==> config.mk <==
export PLATFORM = sky130hd
export DESIGN_NAME = spd_eeprom
export DESIGN_NICKNAME = d
export VERILOG_FILES = /design/src/rtl/spd_pkg.sv /design/src/rtl/spd_line_sync.sv /design/src/rtl/spd_store.sv /design/src/rtl/spd_fsm.sv /design/src/rtl/spd_eeprom.sv
export SDC_FILE = /design/constraint.sdc
export NUM_CORES = 2
export LEC_CHECK = 0
export CAP_MARGIN = 5
export CELL_PAD_IN_SITES_DETAIL_PLACEMENT = 0
export CELL_PAD_IN_SITES_GLOBAL_PLACEMENT = 1
export CORE_MARGIN = 1.5
export CORE_UTILIZATION = 56
export DETAILED_ROUTE_END_ITERATION = 16
export PLACE_DENSITY_LB_ADDON = 0.1
export SLEW_MARGIN = 20
export SYNTH_ARGS = -nofsm -noshare
export SYNTH_HDL_FRONTEND = slang
export SYNTH_SLANG_ARGS = --single-unit
==> constraint.sdc <==
create_clock -name clk -period 6.6 [get_ports clk]
set_input_delay 1.32 -clock clk [delete_from_list [all_inputs] [get_ports clk]]
set_output_delay 1.32 -clock clk [all_outputs]
set_load 0.03 [all_outputs]
==> src/rtl/spd_pkg.sv <==
package spd_pkg;

    typedef enum logic [3:0] {
        ST_IDLE,
        ST_DEV,
        ST_DEV_ACK,
        ST_WADR,
        ST_WADR_ACK,
        ST_WDAT,
        ST_WDAT_ACK,
        ST_RD,
        ST_RD_ACK,
        ST_PARK
    } spd_state_e;

endpackage

==> src/rtl/spd_line_sync.sv <==
module spd_line_sync #(
    parameter int SYNC_STAGES = 2
) (
    input  logic clk,
    input  logic rst_n,
    input  logic scl_i,
    input  logic sda_i,
    output logic sda_q,
    output logic scl_rise,
    output logic scl_fall,
    output logic start_det,
    output logic stop_det
);

    logic [SYNC_STAGES-1:0] scl_chain;
    logic [SYNC_STAGES-1:0] sda_chain;
    logic                   scl_prev;
    logic                   sda_prev;
    logic                   scl_now;

    genvar g;
    generate
        for (g = 0; g < SYNC_STAGES; g++) begin : g_stage
            if (g == 0) begin : g_first
                always_ff @(posedge clk or negedge rst_n) begin
                    if (!rst_n) begin
                        scl_chain[0] <= 1'b1;
                        sda_chain[0] <= 1'b1;
                    end else begin
                        scl_chain[0] <= scl_i;
                        sda_chain[0] <= sda_i;
                    end
                end
            end else begin : g_next
                always_ff @(posedge clk or negedge rst_n) begin
                    if (!rst_n) begin
                        scl_chain[g] <= 1'b1;
                        sda_chain[g] <= 1'b1;
                    end else begin
                        scl_chain[g] <= scl_chain[g-1];
                        sda_chain[g] <= sda_chain[g-1];
                    end
                end
            end
        end
    endgenerate

    always_ff @(posedge clk or negedge rst_n) begin
        if (!rst_n) begin
            scl_prev <= 1'b1;
            sda_prev <= 1'b1;
        end else begin
            scl_prev <= scl_chain[SYNC_STAGES-1];
            sda_prev <= sda_chain[SYNC_STAGES-1];
        end
    end

    always_comb begin
        scl_now   = scl_chain[SYNC_STAGES-1];
        sda_q     = sda_chain[SYNC_STAGES-1];
        scl_rise  = scl_now & ~scl_prev;
        scl_fall  = ~scl_now & scl_prev;
        start_det = scl_now & scl_prev & sda_prev & ~sda_q;
        stop_det  = scl_now & scl_prev & ~sda_prev & sda_q;
    end

endmodule

==> src/rtl/spd_store.sv <==
module spd_store #(
    parameter int ADDR_W     = 8,
    parameter int DATA_W     = 8,
    parameter int LOCK_BOUND = 128
) (
    input  logic              clk,
    input  logic              rst_n,
    input  logic              pre_en,
    input  logic [ADDR_W-1:0] pre_addr,
    input  logic [DATA_W-1:0] pre_data,
    input  logic              wr_en,
    input  logic [ADDR_W-1:0] wr_addr,
    input  logic [DATA_W-1:0] wr_data,
    input  logic              wp,
    input  logic [ADDR_W-1:0] rd_addr,
    output logic [DATA_W-1:0] rd_data
);

    localparam int                DEPTH    = 1 << ADDR_W;
    localparam logic [ADDR_W-1:0] LOCK_LIM = ADDR_W'(LOCK_BOUND);

    logic [DATA_W-1:0] mem [DEPTH];
    logic              wr_ok;

    always_comb begin
        wr_ok   = (wr_addr >= LOCK_LIM) && !wp;
        rd_data = mem[rd_addr];
    end

    always_ff @(posedge clk) begin
        if (pre_en) begin
            mem[pre_addr] <= pre_data;
        end else if (wr_en && wr_ok) begin
            mem[wr_addr] <= wr_data;
        end
    end

    // locked lower region keeps its byte through a bus write
    p_lock_low_r5: assert property (@(posedge clk) disable iff (!rst_n)
        (wr_en && !pre_en && (wr_addr < LOCK_LIM)) |=>
            (mem[$past(wr_addr)] == $past(mem[wr_addr])));

    // protect pin holds the byte unchanged
    p_wp_hold_r7: assert property (@(posedge clk) disable iff (!rst_n)
        (wr_en && !pre_en && wp) |=>
            (mem[$past(wr_addr)] == $past(mem[wr_addr])));

    // unprotected upper byte takes the written value
    p_upper_take_r6: assert property (@(posedge clk) disable iff (!rst_n)
        (wr_en && !pre_en && !wp && (wr_addr >= LOCK_LIM)) |=>
            (mem[$past(wr_addr)] == $past(wr_data)));

    // preload lands regardless of protection
    p_preload_r10: assert property (@(posedge clk) disable iff (!rst_n)
        pre_en |=> (mem[$past(pre_addr)] == $past(pre_data)));

endmodule

==> src/rtl/spd_fsm.sv <==
module spd_fsm
    import spd_pkg::*;
#(
    parameter int          ADDR_W   = 8,
    parameter int          DATA_W   = 8,
    parameter logic [6:0]  DEV_ADDR = 7'h50
) (
    input  logic              clk,
    input  logic              rst_n,
    input  logic              sda_q,
    input  logic              scl_rise,
    input  logic              scl_fall,
    input  logic              start_det,
    input  logic              stop_det,
    input  logic [DATA_W-1:0] rd_data,
    output logic              sda_oe,
    output logic              wr_en,
    output logic [ADDR_W-1:0] ptr,
    output logic [DATA_W-1:0] wr_data
);

    localparam int                CNT_W    = $clog2(DATA_W + 1);
    localparam logic [CNT_W-1:0]  CNT_FULL = CNT_W'(DATA_W);

    spd_state_e        state, nxt;
    logic [CNT_W-1:0]  cnt;
    logic [DATA_W-1:0] shreg;
    logic [DATA_W-1:0] tx;
    logic              mack;
    logic              byte_done;
    logic              bus_evt;

    assign byte_done = (cnt == CNT_FULL);
    assign bus_evt   = start_det | stop_det;

    // state register
    always_ff @(posedge clk or negedge rst_n) begin
        if (!rst_n) state <= ST_IDLE;
        else        state <= nxt;
    end

    // next-state decision
    always_comb begin
        nxt = state;
        if (start_det) begin
            nxt = ST_DEV;
        end else if (stop_det) begin
            nxt = ST_IDLE;
        end else if (scl_fall) begin
            unique case (state)
                ST_IDLE:     nxt = ST_IDLE;
                ST_DEV:      if (byte_done)
                                 nxt = (shreg[DATA_W-1:DATA_W-7] == DEV_ADDR) ? ST_DEV_ACK : ST_PARK;
                ST_DEV_ACK:  nxt = shreg[0] ? ST_RD : ST_WADR;
                ST_WADR:     if (byte_done) nxt = ST_WADR_ACK;
                ST_WADR_ACK: nxt = ST_WDAT;
                ST_WDAT:     if (byte_done) nxt = ST_WDAT_ACK;
                ST_WDAT_ACK: nxt = ST_WDAT;
                ST_RD:       if (byte_done) nxt = ST_RD_ACK;
                ST_RD_ACK:   nxt = mack ? ST_PARK : ST_RD;
                ST_PARK:     nxt = ST_PARK;
                default:     nxt = ST_IDLE;
            endcase
        end
    end

    // outputs
    always_comb begin
        sda_oe  = 1'b0;
        wr_en   = 1'b0;
        wr_data = shreg;
        unique case (state)
            ST_DEV_ACK, ST_WADR_ACK, ST_WDAT_ACK: sda_oe = 1'b1;
            ST_RD:   sda_oe = ~tx[DATA_W-1];
            ST_WDAT: wr_en  = scl_fall & byte_done & ~bus_evt;
            default: sda_oe = 1'b0;
        endcase
    end

    // datapath: shift register, bit count, pointer, transmit byte
    always_ff @(posedge clk or negedge rst_n) begin
        if (!rst_n) begin
            cnt   <= '0;
            shreg <= '0;
            tx    <= '0;
            ptr   <= '0;
            mack  <= 1'b1;
        end else if (bus_evt) begin
            cnt <= '0;
        end else if (scl_rise) begin
            unique case (state)
                ST_DEV, ST_WADR, ST_WDAT: begin
                    shreg <= {shreg[DATA_W-2:0], sda_q};
                    cnt   <= cnt + 1'b1;
                end
                ST_RD:     cnt  <= cnt + 1'b1;
                ST_RD_ACK: mack <= sda_q;
                default:   cnt  <= cnt;
            endcase
        end else if (scl_fall) begin
            unique case (state)
                ST_DEV: if (byte_done) cnt <= '0;
                ST_WADR: if (byte_done) begin
                    cnt <= '0;
                    ptr <= shreg[ADDR_W-1:0];
                end
                ST_WDAT: if (byte_done) begin
                    cnt <= '0;
                    ptr <= ptr + 1'b1;
                end
                ST_DEV_ACK: begin
                    cnt <= '0;
                    if (shreg[0]) begin
                        tx  <= rd_data;
                        ptr <= ptr + 1'b1;
                    end
                end
                ST_RD: begin
                    if (byte_done) cnt <= '0;
                    else           tx  <= {tx[DATA_W-2:0], 1'b0};
                end
                ST_RD_ACK: begin
                    cnt <= '0;
                    if (!mack) begin
                        tx  <= rd_data;
                        ptr <= ptr + 1'b1;
                    end
                end
                default: cnt <= cnt;
            endcase
        end
    end

    // a START always leads to device-byte reception
    p_start_dev_r2: assert property (@(posedge clk) disable iff (!rst_n)
        start_det |=> (state == ST_DEV));

    // a STOP returns to idle
    p_stop_idle_r2: assert property (@(posedge clk) disable iff (!rst_n)
        (stop_det && !start_det) |=> (state == ST_IDLE));

    // the open-drain enable moves only after an SCL fall or bus condition
    p_oe_on_fall_r11: assert property (@(posedge clk) disable iff (!rst_n)
        !$stable(sda_oe) |-> $past(scl_fall || start_det || stop_det));

    // each stored byte advances the pointer by one
    p_ptr_step_r4: assert property (@(posedge clk) disable iff (!rst_n)
        wr_en |=> (ptr == $past(ptr) + 1'b1));

    // a NACK parks the slave with SDA released
    p_nack_park_r9: assert property (@(posedge clk) disable iff (!rst_n)
        (state == ST_RD_ACK && scl_fall && mack && !bus_evt) |=> (state == ST_PARK && !sda_oe));

endmodule

==> src/rtl/spd_eeprom.sv <==
module spd_eeprom #(
    parameter int         ADDR_W      = 8,
    parameter int         DATA_W      = 8,
    parameter logic [6:0] DEV_ADDR    = 7'h50,
    parameter int         LOCK_BOUND  = 128,
    parameter int         SYNC_STAGES = 2
) (
    input  logic              clk,
    input  logic              rst_n,
    input  logic              scl_i,
    input  logic              sda_i,
    output logic              sda_oe,
    input  logic              wp_i,
    input  logic              pre_en,
    input  logic [ADDR_W-1:0] pre_addr,
    input  logic [DATA_W-1:0] pre_data
);

    logic              sda_q;
    logic              scl_rise;
    logic              scl_fall;
    logic              start_det;
    logic              stop_det;
    logic              wr_en;
    logic [ADDR_W-1:0] ptr;
    logic [DATA_W-1:0] wr_data;
    logic [DATA_W-1:0] rd_data;

    spd_line_sync #(
        .SYNC_STAGES(SYNC_STAGES)
    ) u_sync (
        .clk      (clk),
        .rst_n    (rst_n),
        .scl_i    (scl_i),
        .sda_i    (sda_i),
        .sda_q    (sda_q),
        .scl_rise (scl_rise),
        .scl_fall (scl_fall),
        .start_det(start_det),
        .stop_det (stop_det)
    );

    spd_fsm #(
        .ADDR_W  (ADDR_W),
        .DATA_W  (DATA_W),
        .DEV_ADDR(DEV_ADDR)
    ) u_fsm (
        .clk      (clk),
        .rst_n    (rst_n),
        .sda_q    (sda_q),
        .scl_rise (scl_rise),
        .scl_fall (scl_fall),
        .start_det(start_det),
        .stop_det (stop_det),
        .rd_data  (rd_data),
        .sda_oe   (sda_oe),
        .wr_en    (wr_en),
        .ptr      (ptr),
        .wr_data  (wr_data)
    );

    spd_store #(
        .ADDR_W    (ADDR_W),
        .DATA_W    (DATA_W),
        .LOCK_BOUND(LOCK_BOUND)
    ) u_store (
        .clk     (clk),
        .rst_n   (rst_n),
        .pre_en  (pre_en),
        .pre_addr(pre_addr),
        .pre_data(pre_data),
        .wr_en   (wr_en),
        .wr_addr (ptr),
        .wr_data (wr_data),
        .wp      (wp_i),
        .rd_addr (ptr),
        .rd_data (rd_data)
    );

endmodule

-- Word-level counts from Yosys, hierarchy flattened
Memory sizes are Yosys's and may differ from the RTL's.
Index checks and enable logic that the tools add are counted.
- latch bits: 0
- bits in registers: 39
- ROM bits: 0
- logic and storage cells: 111
- memories: 1
- RAM bits: 2048
- memory list (memory ; words ; bits a word ; read ports ; clocked after memory_dff ; wr ports ; RTL line ; source):
    u_store.mem ; 256 ; 8 ; 1 ; 0 ; 1 ; spd_store.sv:22 ; logic [DATA_W-1:0] mem [DEPTH];
- shift-type cells: 0
- multipliers: 0
- reduce and logical (&&, ||, !) cells: 19
- bitwise operators: 17
- order comparisons: 1
- div/mod/pow operators: 0
- muxes and demuxes: 36
- add/sub/neg operators: 2
- equal/unequal tests: 23
- operators by type and width (cell ; number):
    8-bit 2-to-1 mux ; 9
    4-bit 2-to-1 mux ; 14
    4-bit case mux with 8 select lines ; 1
    8-bit case mux with 4 select lines ; 1
    8-bit case mux with 3 select lines ; 1
    4-bit by 1-bit inequality test with 1-bit output (second input constant) ; 5
    4-bit by 3-bit equality test with 1-bit output (second input constant) ; 4
    4-bit equality test (second input constant) ; 3
    1-bit bitwise AND ; 9
    3-bit nonzero test ; 3
    8-bit by 1-bit adder with 8-bit output (second input constant) ; 1
    4-bit by 2-bit equality test with 1-bit output (second input constant) ; 2
    8-bit >= comparator (second input constant) ; 1
    4-bit case mux with 2 select lines ; 1
    8-bit AND reduction ; 1
    8-bit OR reduction ; 1
    7-bit equality test (second input constant) ; 1
    1-bit 2-to-1 mux ; 7
    1-bit NOT ; 7
    7-bit AND reduction ; 1
    2-bit by 1-bit inequality test with 1-bit output (second input constant) ; 3
    3-bit AND reduction ; 2
    3-bit OR reduction ; 2
    5-bit AND reduction ; 1
    other kinds (14) ; 17

-- Logic depth before layout (Yosys ltp)
- depth after elaboration: 13
- depth in mapped cells: 14
- mapped depth without buffers: 9

-- Hierarchy
Synthesis repeated with hierarchy kept, for this count alone.
- cell total of the unflattened synthesis: 4020
- area, all modules: 82291.4 sq um
- modules (own cells, without submodules) (module ; cells an instance ; area each (sq um) ; sequential area each (sq um) ; times used):
    spd_store ; 3822 ; 80088.1 ; 61499.0 ; 1
    spd_fsm ; 188 ; 2013.2 ; 827.0 ; 1
    spd_line_sync ; 10 ; 190.2 ; 157.7 ; 1

-- Worst setup path after synthesis
OpenSTA, ideal clock, no wires.
- path type: input-to-reg
- start: input port wp_i
- end: memory u_store.mem[0][0], data pin
- cell stages on the path: 6
- setup slack: 364 ps
- arrival: 5414 ps
- data required time: 5777 ps
- cells stage by stage: nor4bb_1 nand3_1 nor2_1 buf_2 nand2_1 nand2_1
- longest elaborated chain between the ends: 8
- RTL lines (element ; RTL line ; source):
    start: declaration ; spd_eeprom.sv:13 ; input logic wp_i,
    1-bit logical NOT ; spd_store.sv:26 ; wr_ok = (wr_addr >= LOCK_LIM) && !wp;
    1-bit logical AND ; spd_store.sv:26 ;
    1-bit logical AND ; spd_store.sv:33 ; end else if (wr_en && wr_ok) begin
    1-bit 2-to-1 mux ; spd_store.sv:33 ;
    1-bit 2-to-1 mux ; spd_store.sv:31 ; if (pre_en) begin
    1-bit 2-to-1 mux (not written as such) ; spd_store.sv:34 ; mem[wr_addr] <= wr_data;
    8-bit OR reduction (no line) ; - ;
    8-bit 2-to-1 mux (no line) ; - ;
    end: declaration ; spd_store.sv:22 ;
Every way passes these cells.

-- Final worst setup path
- start: input port wp_i
- end: memory u_store.mem[199][6], enable pin
- longest elaborated chain between the ends: 8
- RTL lines (element ; RTL line):
    1-bit logical NOT (*) ; spd_store.sv:26
    1-bit logical AND (*) ; spd_store.sv:26
    1-bit logical AND (*) ; spd_store.sv:33
    1-bit 2-to-1 mux (*) ; spd_store.sv:33
    1-bit 2-to-1 mux (*) ; spd_store.sv:31
    1-bit 2-to-1 mux (not written as such) (*) ; spd_store.sv:34
    8-bit OR reduction (no line) ; -
    8-bit 2-to-1 mux (no line) / 1-bit 2-to-1 mux (equally long branches) ; -
Mark *: on every way between the ends. The rest lies on a longest branch, timed or not.

==> summary.md <==
| Metric | Value |
|---|---|
| Clock buffer depth | `3` |
| Most frequent cell after synthesis | `edfxtp_1` |
| Total grt overflow | `0` |
| Storage element area | `between 60000 and 70000 um2` |
| Row cnt | `140` |
| Layout Skew | `0.0249 ns` |
| Adder-cell share of the synthesized area | `0.000610` |
| Setup bufs post-CTS | `0` |
| Dpl ws | `0.503 ns` |
| Slowest stage cell, crit path | `nor2_1` |
| Nets | `4152` |
| XOR/XNOR share of the synthesized area | `0.000213` |
| Die H | `~390 um` |
| Via count | `roughly 42000` |
| Synthesis warning total | `0` |
| Synth cell types | `74` |
| Placed Area | `84900 um2` |
| Clk root buf | `clkbuf_16` |
| Register area share after synthesis | `0.761` |
| Hpwl dp | `138 mm` |
| Outcome | `completed` |
| GR Util All Layers | `0.308` |
| Mapped Nets | `4024` |
| WP data arrival | `5.80 ns` |
| Critical path fanouts, max | `20` |
| Port bufs | `22` |
| Crit path largest cell delay | `0.96 ns` |
| Largest net degree at the start of global routing | `133` |
| Largest area contributor in the netlist | `edfxtp_1` |
| Reg power frac | `0.549` |
| Reg2reg path depth | `6` |
| Comb pwr share | `0.017` |
| Pins Over Slew Limit | `0` |
| P_leak | `27.8 nW` |
| Mux cell area share after synthesis | `0.158` |
| Post-synth EDFFs | `between 2000 and 2500` |
| Filler cells | `9888` |
| Core footprint | `146000 um2` |
| Antenna viol nets, final | `0` |
| Design area | `91500 um2` |
| CTS tree | `yes` |
| Multi-input logic area | `18300 um2` |
| Worst-Margin Slew | `1.14 ns` |
| Hold Buf Count CTS | `0` |
| Sw frac | `0.200` |
| Cell area after synthesis | `82100 um2` |
| Vias per cell | `around 6.7` |
| Total clock sinks | `2087` |
| Sw Pwr | `between 5 and 6 mW` |
| Vias in the first global route | `40700` |
| Startpoint types | `input pin` |
| Final core area utilization | `0.629` |
| Power Density | `between 200 and 300 nW/um2` |
| Async SR Flop Fraction | `0.0187` |
| Inserted Clock Buffers | `203` |
| Max Fclk | `186 MHz` |
| Final setup viols | `0` |
| Req. time, crit path | `approximately 7 ns` |
| Post-CTS Resized | `0` |
| Iter 0 DRT Violations | `5141` |
| Critical path, cell by cell | `clkdlybuf4s50_1, nor4bb_1, nand4b_1, buf_12, o21ai_0, nand3_1, nor2_1` |
| Final WS setup | `about 1.2 ns` |
| Routed WL | `225 mm` |
| WL/cell | `~36 um` |
| # H-tree levels | `4` |
| Layout Area Growth over Synthesis | `11.5%` |
| RSZ-0062 raised after global routing | `no` |
| Setup TNS | `0 ns` |
| Syn_area_per_cell | `between 20 and 25 um2` |
| DR DRC count | `0` |
| Total power | `about 27 mW` |
| Largest family of logic cells by synthesized area | `multiplexers` |
| Int Pwr | `roughly 21 mW` |
| Share of cells above drive strength 1 | `0.235` |
| Hold/Removal Path Class | `register to register` |
| # IOs | `23` |
| Worst setup EP type | `register` |
| Initial Util | `0.564` |
| Complex-gate fraction of the synthesized area | `0.0289` |
| Endpoints failing hold | `0` |
| Max_cap viols | `0` |
| Routability congestion estimate | `0.878` |
| Die width | `386 um` |
| WS Path Type | `input pin to register` |
| Drt first pass iters | `8` |
| DIE AREA | `149000 um2` |
| Commonest cells in the netlist | `edfxtp_1 (2048), mux4_2 (493), nor2_1 (308)` |
| Max_slew headroom | `0.233` |
| Synth Flop Type | `edfxtp_1` |
| Post-Synth Simple-Gate Area | `0.0333` |
| Hold Path Stages | `0` |
| Clk slew on worst S/H paths | `~0.06 ns` |
| Post-synthesis instance total | `3998` |
| Worst skew pair latency | `0.82 ns` |
| Synth top area share | `0.749` |
| Top post-synthesis cells by area | `edfxtp_1 (75%), mux4_2 (14%), mux2i_1 (2.1%), nor2_1 (1.4%), dfrtp_1 (0.98%)` |
| Clk pwr share | `0.434` |
| Tmin final | `5.37 ns` |
| VDD IR max | `around 0.00025 V` |
| FF+latch count, synth | `2087` |
| Tcrit/Tclk final | `0.813` |
| Initial antenna violation count | `6` |
| First-pass GRT wire length | `316 mm` |
-- path summary, 6_finish.rpt --
path / startpoint / to / slack [ns]
worst max register to register: u_sync.scl_prev$_DFF_PN1_ / u_store.mem[199][6]$_DFFE_PP_ / 1.53
min in group asynchronous: rst_n / u_fsm.cnt[2]$_DFFE_PN0P_ / 0.65
worst min register to register: u_sync.sda_chain[0]$_DFF_PN1_ / u_sync.sda_q$_DFF_PN1_ / 0.36
max in group asynchronous: rst_n / u_fsm.ptr[1]$_DFFE_PN0P_ / 5.26
worst max-delay path: wp_i / u_store.mem[199][6]$_DFFE_PP_ / 1.23
worst min-delay path: u_sync.sda_chain[0]$_DFF_PN1_ / u_sync.sda_q$_DFF_PN1_ / 0.36
-- cell usage in the layout, fill, tap and decap left out, types with 17 or more instances in the layout --
master,count
clkbuf_1,25
clkinv_2,43
nand3_1,51
a221oi_1,17
clkinv_1,51
buf_12,33
dfrtp_1,25
nor3_1,22
clkbuf_16,208
o221ai_1,22
buf_4,104
nor2_1,303
clkdlybuf4s50_1,21
mux2i_1,172
mux4_2,493
bufinv_16,21
o21ai_0,59
a21oi_1,72
a22oi_1,42
edfxtp_1,2048
nand2_1,162
o22ai_1,30
-- cell families after synthesis --
| family | count (synthesis) |
|---|---|
| flops | 2087 |
| mux | 678 |
| simple gates | 634 |
| compound gates | 347 |
| buf+inv | 246 |
| fa+ha+maj | 4 |
| xor+xnor | 2 |
-- flip-flops by register name (all words and copies together) (netlist names) --
register and count:
u_store.mem 2048, u_fsm.cnt 4, u_sync.scl_now 1, u_sync.sda_chain 1
u_sync.sda_prev 1, u_fsm.mack 1, u_fsm.wr_data 8, u_sync.scl_chain 1
u_fsm.state 4, u_sync.scl_prev 1, u_fsm.tx 8, u_sync.sda_q 1
u_fsm.ptr 8
-- power groups by stage --
stage	clock network (mW)	logic [mW]	registers (mW)
4_1_cts	11.7	0.442	14.6
3_3_place_gp	0	0.437	14.9
2_1_floorplan	0	0.183	14.9
6_report	11.6	0.440	14.6
3_5_place_dp	0	0.443	14.9
5_1_grt	12.2	0.468	14.6
-- metal layers --
metal,routed length [um],track usage,vias up
li1,-,-,16900
met1,90700,0.454,22200
met2,103000,0.455,2466
met3,25100,0.0844,346
met4,6680,0.0903,4
met5,22,0,-
-- final cells by class --
type                            count  share of cell area
Timing Repair Buffer              160              0.0182
Clock inverter                    141              0.0138
Clock buffer                      238              0.0586
Tap cell                         1917              0.0262
Antenna cell                        6            0.000164
Sequential cell                  2087               0.683
Multi-Input combinational cell   1665               0.200
Inverter                            9            0.000424
-- stage by stage --
stage	hold slack [ns]	cells
finish	0.361	6223
global placement	0.348	5835
floorplan	0.345	3998
CTS	0.362	6217
global route	0.364	6217
detailed placement	0.351	5838
-- worst max-delay path: cells and delay by family --
kind	cells	cell delay (ns)
buffers and inverters	2	0.71
and+or+nand+nor	4	2.87
AOI/OAI and AO/OA	1	0.85
(Power assumes the default switching activity.)
